===== src/rtl/status_pkg.sv =====
package status_pkg;
  localparam int unsigned DATA_W = 8;
  localparam int unsigned STAT_W = 8;
  localparam int unsigned FLAG_N = 6;
  localparam int unsigned ARITH_N = 4;

  localparam int unsigned B_C  = 0;
  localparam int unsigned B_AC = 1;
  localparam int unsigned B_Z  = 2;
  localparam int unsigned B_OV = 3;
  localparam int unsigned B_PD = 4;
  localparam int unsigned B_TO = 5;

  // member order gives c at bit 0 when cast to a vector
  typedef struct packed {
    logic to;
    logic pd;
    logic ov;
    logic z;
    logic ac;
    logic c;
  } flags_t;
endpackage


===== src/rtl/arith_flags.sv =====
module arith_flags
  import status_pkg::*;
#(
  parameter int unsigned RES_W = DATA_W
) (
  input  logic               clk_i,
  input  logic               rst_ni,
  input  logic               upd_i,
  input  logic               arith_i,
  input  logic [RES_W-1:0]   res_i,
  input  logic               cmsb_i,
  input  logic               cout_i,
  input  logic               acy_i,
  input  logic               wr_en_i,
  input  logic [ARITH_N-1:0] wr_flags_i,
  output logic               c_o,
  output logic               ac_o,
  output logic               z_o,
  output logic               ov_o
);
  logic c_q, ac_q, z_q, ov_q;
  logic c_d, ac_d, z_d, ov_d;
  logic res_zero;

  assign res_zero = ~|res_i;

  always_comb begin
    c_d  = c_q;
    ac_d = ac_q;
    z_d  = z_q;
    ov_d = ov_q;
    if (wr_en_i) begin
      c_d  = wr_flags_i[B_C];
      ac_d = wr_flags_i[B_AC];
      z_d  = wr_flags_i[B_Z];
      ov_d = wr_flags_i[B_OV];
    end else if (upd_i) begin
      z_d = res_zero;
      if (arith_i) begin
        c_d  = cout_i;
        ac_d = acy_i;
        ov_d = cmsb_i ^ cout_i;
      end
    end
  end

  always_ff @(posedge clk_i or negedge rst_ni) begin
    if (!rst_ni) begin
      c_q  <= 1'b0;
      ac_q <= 1'b0;
      z_q  <= 1'b0;
      ov_q <= 1'b0;
    end else begin
      c_q  <= c_d;
      ac_q <= ac_d;
      z_q  <= z_d;
      ov_q <= ov_d;
    end
  end

  assign c_o  = c_q;
  assign ac_o = ac_q;
  assign z_o  = z_q;
  assign ov_o = ov_q;
endmodule


===== src/rtl/power_flags.sv =====
module power_flags (
  input  logic clk_i,
  input  logic rst_ni,
  input  logic wdt_clr_i,
  input  logic halt_i,
  input  logic wdt_to_i,
  output logic pd_o,
  output logic to_o
);
  logic pd_q, to_q;

  // set terms dominate clear terms
  always_ff @(posedge clk_i or negedge rst_ni) begin
    if (!rst_ni) begin
      pd_q <= 1'b0;
      to_q <= 1'b0;
    end else begin
      if (halt_i)         pd_q <= 1'b1;
      else if (wdt_clr_i) pd_q <= 1'b0;

      if (wdt_to_i)                 to_q <= 1'b1;
      else if (wdt_clr_i || halt_i) to_q <= 1'b0;
    end
  end

  assign pd_o = pd_q;
  assign to_o = to_q;
endmodule


===== src/rtl/status_pack.sv =====
module status_pack
  import status_pkg::*;
#(
  parameter int unsigned OUT_W = STAT_W
) (
  input  flags_t           flags_i,
  output logic [OUT_W-1:0] byte_o
);
  localparam int unsigned PAD_W = OUT_W - FLAG_N;

  generate
    if (PAD_W > 0) begin : g_pad
      assign byte_o = {{PAD_W{1'b0}}, flags_i};
    end else begin : g_nopad
      assign byte_o = flags_i;
    end
  endgenerate
endmodule


===== src/rtl/cpu_status_reg.sv =====
module cpu_status_reg
  import status_pkg::*;
#(
  parameter int unsigned RES_W = DATA_W,
  parameter int unsigned OUT_W = STAT_W
) (
  input  logic             clk_i,
  input  logic             rst_ni,
  input  logic             alu_upd_i,
  input  logic             alu_arith_i,
  input  logic [RES_W-1:0] alu_res_i,
  input  logic             alu_cmsb_i,
  input  logic             alu_cout_i,
  input  logic             alu_acy_i,
  input  logic             wdt_clr_i,
  input  logic             halt_i,
  input  logic             wdt_to_i,
  input  logic             wr_en_i,
  input  logic [OUT_W-1:0] wr_data_i,
  output logic             c_o,
  output logic             ac_o,
  output logic             z_o,
  output logic             ov_o,
  output logic             pd_o,
  output logic             to_o,
  output logic [OUT_W-1:0] status_o
);
  flags_t flags;
  logic   c_w, ac_w, z_w, ov_w, pd_w, to_w;

  arith_flags #(.RES_W(RES_W)) u_arith (
    .clk_i      (clk_i),
    .rst_ni     (rst_ni),
    .upd_i      (alu_upd_i),
    .arith_i    (alu_arith_i),
    .res_i      (alu_res_i),
    .cmsb_i     (alu_cmsb_i),
    .cout_i     (alu_cout_i),
    .acy_i      (alu_acy_i),
    .wr_en_i    (wr_en_i),
    .wr_flags_i (wr_data_i[ARITH_N-1:0]),
    .c_o        (c_w),
    .ac_o       (ac_w),
    .z_o        (z_w),
    .ov_o       (ov_w)
  );

  power_flags u_power (
    .clk_i     (clk_i),
    .rst_ni    (rst_ni),
    .wdt_clr_i (wdt_clr_i),
    .halt_i    (halt_i),
    .wdt_to_i  (wdt_to_i),
    .pd_o      (pd_w),
    .to_o      (to_w)
  );

  always_comb begin
    flags.c  = c_w;
    flags.ac = ac_w;
    flags.z  = z_w;
    flags.ov = ov_w;
    flags.pd = pd_w;
    flags.to = to_w;
  end

  status_pack #(.OUT_W(OUT_W)) u_pack (
    .flags_i (flags),
    .byte_o  (status_o)
  );

  assign c_o  = c_w;
  assign ac_o = ac_w;
  assign z_o  = z_w;
  assign ov_o = ov_w;
  assign pd_o = pd_w;
  assign to_o = to_w;

  // wr_data_i upper bits are intentionally unused
  logic unused_wr;
  assign unused_wr = ^wr_data_i[OUT_W-1:ARITH_N];
endmodule


===== config.mk =====
export PLATFORM = sky130hd
export DESIGN_NAME = cpu_status_reg
export DESIGN_NICKNAME = d
export VERILOG_FILES = /design/src/rtl/status_pkg.sv /design/src/rtl/arith_flags.sv /design/src/rtl/power_flags.sv /design/src/rtl/status_pack.sv /design/src/rtl/cpu_status_reg.sv
export SDC_FILE = /design/constraint.sdc
export NUM_CORES = 1
export LEC_CHECK = 0
export ABC_CLOCK_PERIOD_IN_PS = 1100
export BUFFER_PORTS_ARGS = -buffer_cell sky130_fd_sc_hd__buf_2
export CORE_AREA = 3 3 40 42
export DETAILED_ROUTE_END_ITERATION = 7
export DIE_AREA = 0 0 43 45
export PLACE_DENSITY_LB_ADDON = 0.3
export SYNTH_ARGS = -nofsm -noshare
export SYNTH_HDL_FRONTEND = slang
export SYNTH_SLANG_ARGS = --single-unit

===== constraint.sdc =====
create_clock -name clk_i -period 1.1 [get_ports clk_i]
set_input_delay 0.33 -clock clk_i [delete_from_list [all_inputs] [get_ports clk_i]]
set_output_delay 0.33 -clock clk_i [all_outputs]
set_load 0.01 [all_outputs]

# After elaboration in Yosys (flattened, before gate mapping)
# Index checks and enable logic that the tools add are counted.
[op_classes]
muxes = 15
bitwise = 1
n_reduce_logical = 8
[op_table]
columns = ["operator", "n"]
rows = [
  ["two-way mux 1 bit", 15],
  ["nonzero test 2 bit", 4],
  ["OR reduction 8 bit", 1],
  ["AND reduction 2 bit", 1],
  ["logical NOT 1 bit", 1],
  ["logical OR 1 bit", 1],
  ["XOR 1 bit", 1],
]
[totals]
regBits = 6
wordCells = 30

# Depth between registers and ports, before layout
[logic_depth]
ltp_word = 4
depth_mapped = 3

# Hierarchy
# Synthesis repeated with hierarchy kept, for this count alone.
[hier_totals]
cells_unflattened = 36
hier_area_um2 = 355.3
[by_module_without_submodules]
columns = ["module", "instances", "cells_per_inst", "area_each_um2", "seq_area_each_um2"]
rows = [
  ["arith_flags", 1, 21, 217.7, 100.1],
  ["power_flags", 1, 6, 73.8, 50.0],
  ["status_pack", 1, 9, 63.8, 0.0],
]

# Least setup slack after synthesis
# Ideal clock, no wire load.
[synth_path]
path_type = "reg-to-reg"
start = "reg u_arith.z_o (netlist name)"
end = "reg u_arith.z_q (netlist: u_arith.z_o)"
arrival_time_ns = 0.808
t_required_ns = 0.971
setup_slack_ns = 0.162
path_stages_with_launch = 4
n_path_buf = 0
period_less_slack_ns = 0.938
path_cell_list = "dfrtp_1 nor2b_1 a311oi_1 a21oi_1"
[synth_lines]
columns = ["element", "line_no", "text"]
rows = [
  ["end signal, assigned", "arith_flags.sv:56", "z_q <= z_d;"],
  ["end, declared", "arith_flags.sv:21", "logic c_q, ac_q, z_q, ov_q;"],
]

# Worst setup path in the final report
[layout_path]
start = "reg u_arith.z_q (netlist: u_arith.z_o)"
end = "out status_o[2]"
[layout_lines]
columns = ["element", "line_no", "text"]
rows = [
  ["end, declared", "cpu_status_reg.sv:26", "output logic [OUT_W-1:0] status_o"],
]
# No word-level cell between the ends.

==> results <==
- Once detail routing completed, the nets flagged for antenna violations numbered 0.
- The share of total power dissipated in sequential elements is 0.410.
- Input and output buffers added on the ports amount to 34.
- During I/O placement, the number of pins put on the boundary was 41.
- The combinational family with the most area after synthesis is buffers and inverters.
- The path type of the worst setup path is reg2out.
- The area of the multi-input gates is 140.1 um2.
- The fill cell instance count of the final layout is 146.
- Of the total synthesized cell area, the portion taken by full adders, half adders and majority gates is 0.
- The maximum level of the CTS H-tree is 1.
- The mux share of post-synthesis cell area is 0.08481.
- Yosys printed 0 warnings.
- In the routed design, unresolved DRC markers number 0.
- The number of failing hold endpoints at the final stage is 0.
- For the worst-skew pair, the clock arrives at the later sink with an insertion delay of 0.25 ns.
- The share of total power consumed by net switching is 0.2696.
- Before antenna repair, the detailed router went through 2 iterations.
- The total number of nets in the final design is 99.
- The ratio of cells with drive above 1 in the final layout is 0.6000.
- In the layout the commonest cells are buf_2 (34), dfrtp_1 (6), nand2_1 (4).
- STA classifies the critical path endpoint as an output port.
- By area the synthesized netlist is led by dfrtp_1 (42%), buf_4 (17%), mux2i_1 (8.5%).
- The kind of cell with the highest combined delay on the critical path is flip-flops.
- Max-cap violations in this run came to 0.
- The distinct cell type count of the synthesized netlist is 14.
- The first global-routing pass estimated 1214 um of wire.
- The cell total after placement is 78.
- The netlist area before placement is 354.1 um2.
- The final total power is 0.6160 mW.
- Buffers inserted during clock tree synthesis total 3.
- Setup violations remaining at the end of the flow were counted as 2.
- The fraction of the mapped netlist area in compound gates is 0.1237.
- The largest fanout of any net on the critical path is 3.
- At the worst endpoint, the required time is 0.77 ns.
- The number of antenna violations at the first check in global routing is 0.
- The final period demand of the worst path is 1.104 ns.
- In the synthesized netlist, the number of instances is 36.
- The relative contribution of combinational cells to total power is 0.261.
- The tightest min-delay check is of the in2reg type.
- The post-synthesis sequential element count is 6.
- The global router's overall resource usage is 0.08571.
- The maximum root-to-sink buffer count is 2.
- The analysis attributes to net switching a power of 0.1661 mW.
- The peak ir drop on the vdd network is 0.4667 mV.
- The peak clock frequency supported by timing is 906.1 MHz.
- The maximum cell stage delay along the critical path is 0.38 ns.
- The number of violations reported at the end of detailed-routing iteration 0 is 1.
- Of the available clock period, the critical path in the final layout requires 1.003.
- The global route total overflow is 0.
- Counting both buffers and inverters, the worst setup path holds a total of 1.
- In the final layout, flip-flops and latches occupy 150.1 um2.
- The run finished, with violations left.
- dfrtp_1 takes more of the synthesized area than any other cell.
- Entering global routing, the biggest net connects 9 pins.
- The routed via count divided by cell count is 4.188.
- The die outline area is 1935 um2.
- From left edge to right edge, the die measures 43 um.
- The power density over the cells is 1137 nW/um2.
- The effective utilization at floorplan is 0.2756.
- The portion of synthesized cell area occupied by the leading cell type is 0.4240.
- The post-synthesis share of cell area spent on and, or, nand and nor gates is 0.1413.
- Each instance of the synthesized netlist takes up on average 9.836 um2.
- The number of antenna diodes is 0.
- The nature of the critical path startpoint is a flop.
- Of the total synthesized cell area, the portion taken by XOR and XNOR cells is 0.02473.
- Setup repair after global routing could not meet its margin everywhere.
- In this run the static leakage power is 0.3155 nW.
- The utilization after layout is 0.4216.
- After the flow finishes, the layout carries non-filler instances totaling 85.
- The worst clock skew on the final layout is 0 ns.
- The number of placement rows is 13.
- The clock tree from TritonCTS is built.
- The vias after detailed routing is 356.
- In this run the clock root is driven by a clkbuf_4.
- After clock tree synthesis, the clock-pin slew on the worst setup and hold paths is 0.05 ns.
- The count of final max-slew check failures is 0.
- The clock share of power is 0.329.
- The via count of the first global-routing pass is 324.
- From bottom edge to top edge, the die measures 45 um.
- In the final routed layout, each cell accounts on average for 9.188 um.
- The final estimated routing congestion in global placement is 0.6105.
- After layout, the worst setup slack is -0.003625 ns.
- After detailed routing, the total wire length is 781 um.
- For this design, the sink count on the clock tree is 6.
- The part of the Yosys area used for sequential elements is 0.4240.
- The checks that failed: negative setup slack.
- The most common library cell in the layout ignoring fill and taps is buf_2.
- Compared with the post-synthesis result, the final layout area differs by 53.00%.
- The worst-path cell with the longest stage delay is dfrtp_1.
- The region available for standard cell placement spans 1285 um2.
- The arrival time reported for the critical path endpoint is 0.77 ns.
- The cell internal power dissipation is 0.4499 mW.
- The critical path goes through buf_2.
-- power groups by stage --
stage | Combinational (mW) | Clock [mW] | Sequential [mW]
finish | 0.161 | 0.203 | 0.252
global route | 0.179 | 0.232 | 0.256
CTS | 0.159 | 0.216 | 0.253
detailed placement | 0.149 | 0 | 0.256
global placement | 0.147 | 0 | 0.255
floorplan | 0.0778 | 0 | 0.266
-- worst paths after layout --
| kind | from | end | slack (ns) | depth (start not counted) |
|---|---|---|---|---|
| max in group asynchronous | rst_ni | u_power.to_o | 0.53 | 2 |
| min in group asynchronous | rst_ni | u_arith.ac_o | 0.43 | 2 |
| max reg2reg | u_arith.z_o | u_arith.z_o | 0.18 | 3 |
| min | wdt_to_i | u_power.to_o | 0.27 | 2 |
| max | u_arith.z_o | status_o[2] | -0.004 | 1 |
| min reg2reg | u_power.to_o | u_power.to_o | 0.58 | 2 |
-- per-layer routing --
metal,global-route usage,up-vias,part of all wire
met1,0.09901,153,0.34
met4,0.03614,0,0
li1,-,180,-
met2,0.1377,23,0.52
met3,0.03984,0,0.14
met5,0,-,0
-- metrics by stage --
| stage | hold slack [ns] | area (um2) | TNS, ns | setup WS, ns |
|---|---|---|---|---|
| floorplan | 0.03441 | 357.8 | 0 | 0.1624 |
| global placement | 0.1606 | 486.7 | 0 | 0.05648 |
| detailed placement | 0.1596 | 486.7 | 0 | 0.05813 |
| CTS | 0.2588 | 534.3 | -0.09146 | -0.01942 |
| global route | 0.2668 | 541.8 | -0.4228 | -0.04399 |
| finish | 0.2652 | 541.8 | -0.005766 | -0.003625 |
-- final cells by class --
class	count	share of cell area
clock buffer	3	0.04157
inverter	2	0.01386
multi-input combinational	21	0.2587
sequential	6	0.2771
tap	15	0.03464
timing repair buffer	38	0.3741
-- what timing repair did --
action	CTS	global route
resized for setup	0	0
setup endpoints to repair	11	12
endpoints found under the hold margin	6	0
setup buffers	2	1
hold buffers	1	0
-- cells by family after synthesis --
logic type | after synthesis
compound gates | 7
xor+xnor | 1
buf+inv | 10
flops | 6
mux | 3
other cells | 1
simple gates | 8
-- cell usage after synthesis --
library cell and n:
buf_4 8, dfrtp_1 6, nand2_1 4, mux2i_1 3, o21ai_0 3, a21o_1 2
inv_1 2, nor4_2 2, a21oi_1 1, a311oi_1 1, conb_1 1, nor2_1 1
nor2b_1 1, xor2_1 1
-- sequential cells by signal, summed over array words and instances, names as in the netlist --
signal	cells
u_power.pd_o	1
u_arith.ac_o	1
u_arith.ov_o	1
u_power.to_o	1
u_arith.c_o	1
u_arith.z_o	1
No activity file was read; power rests on OpenSTA's default activity.
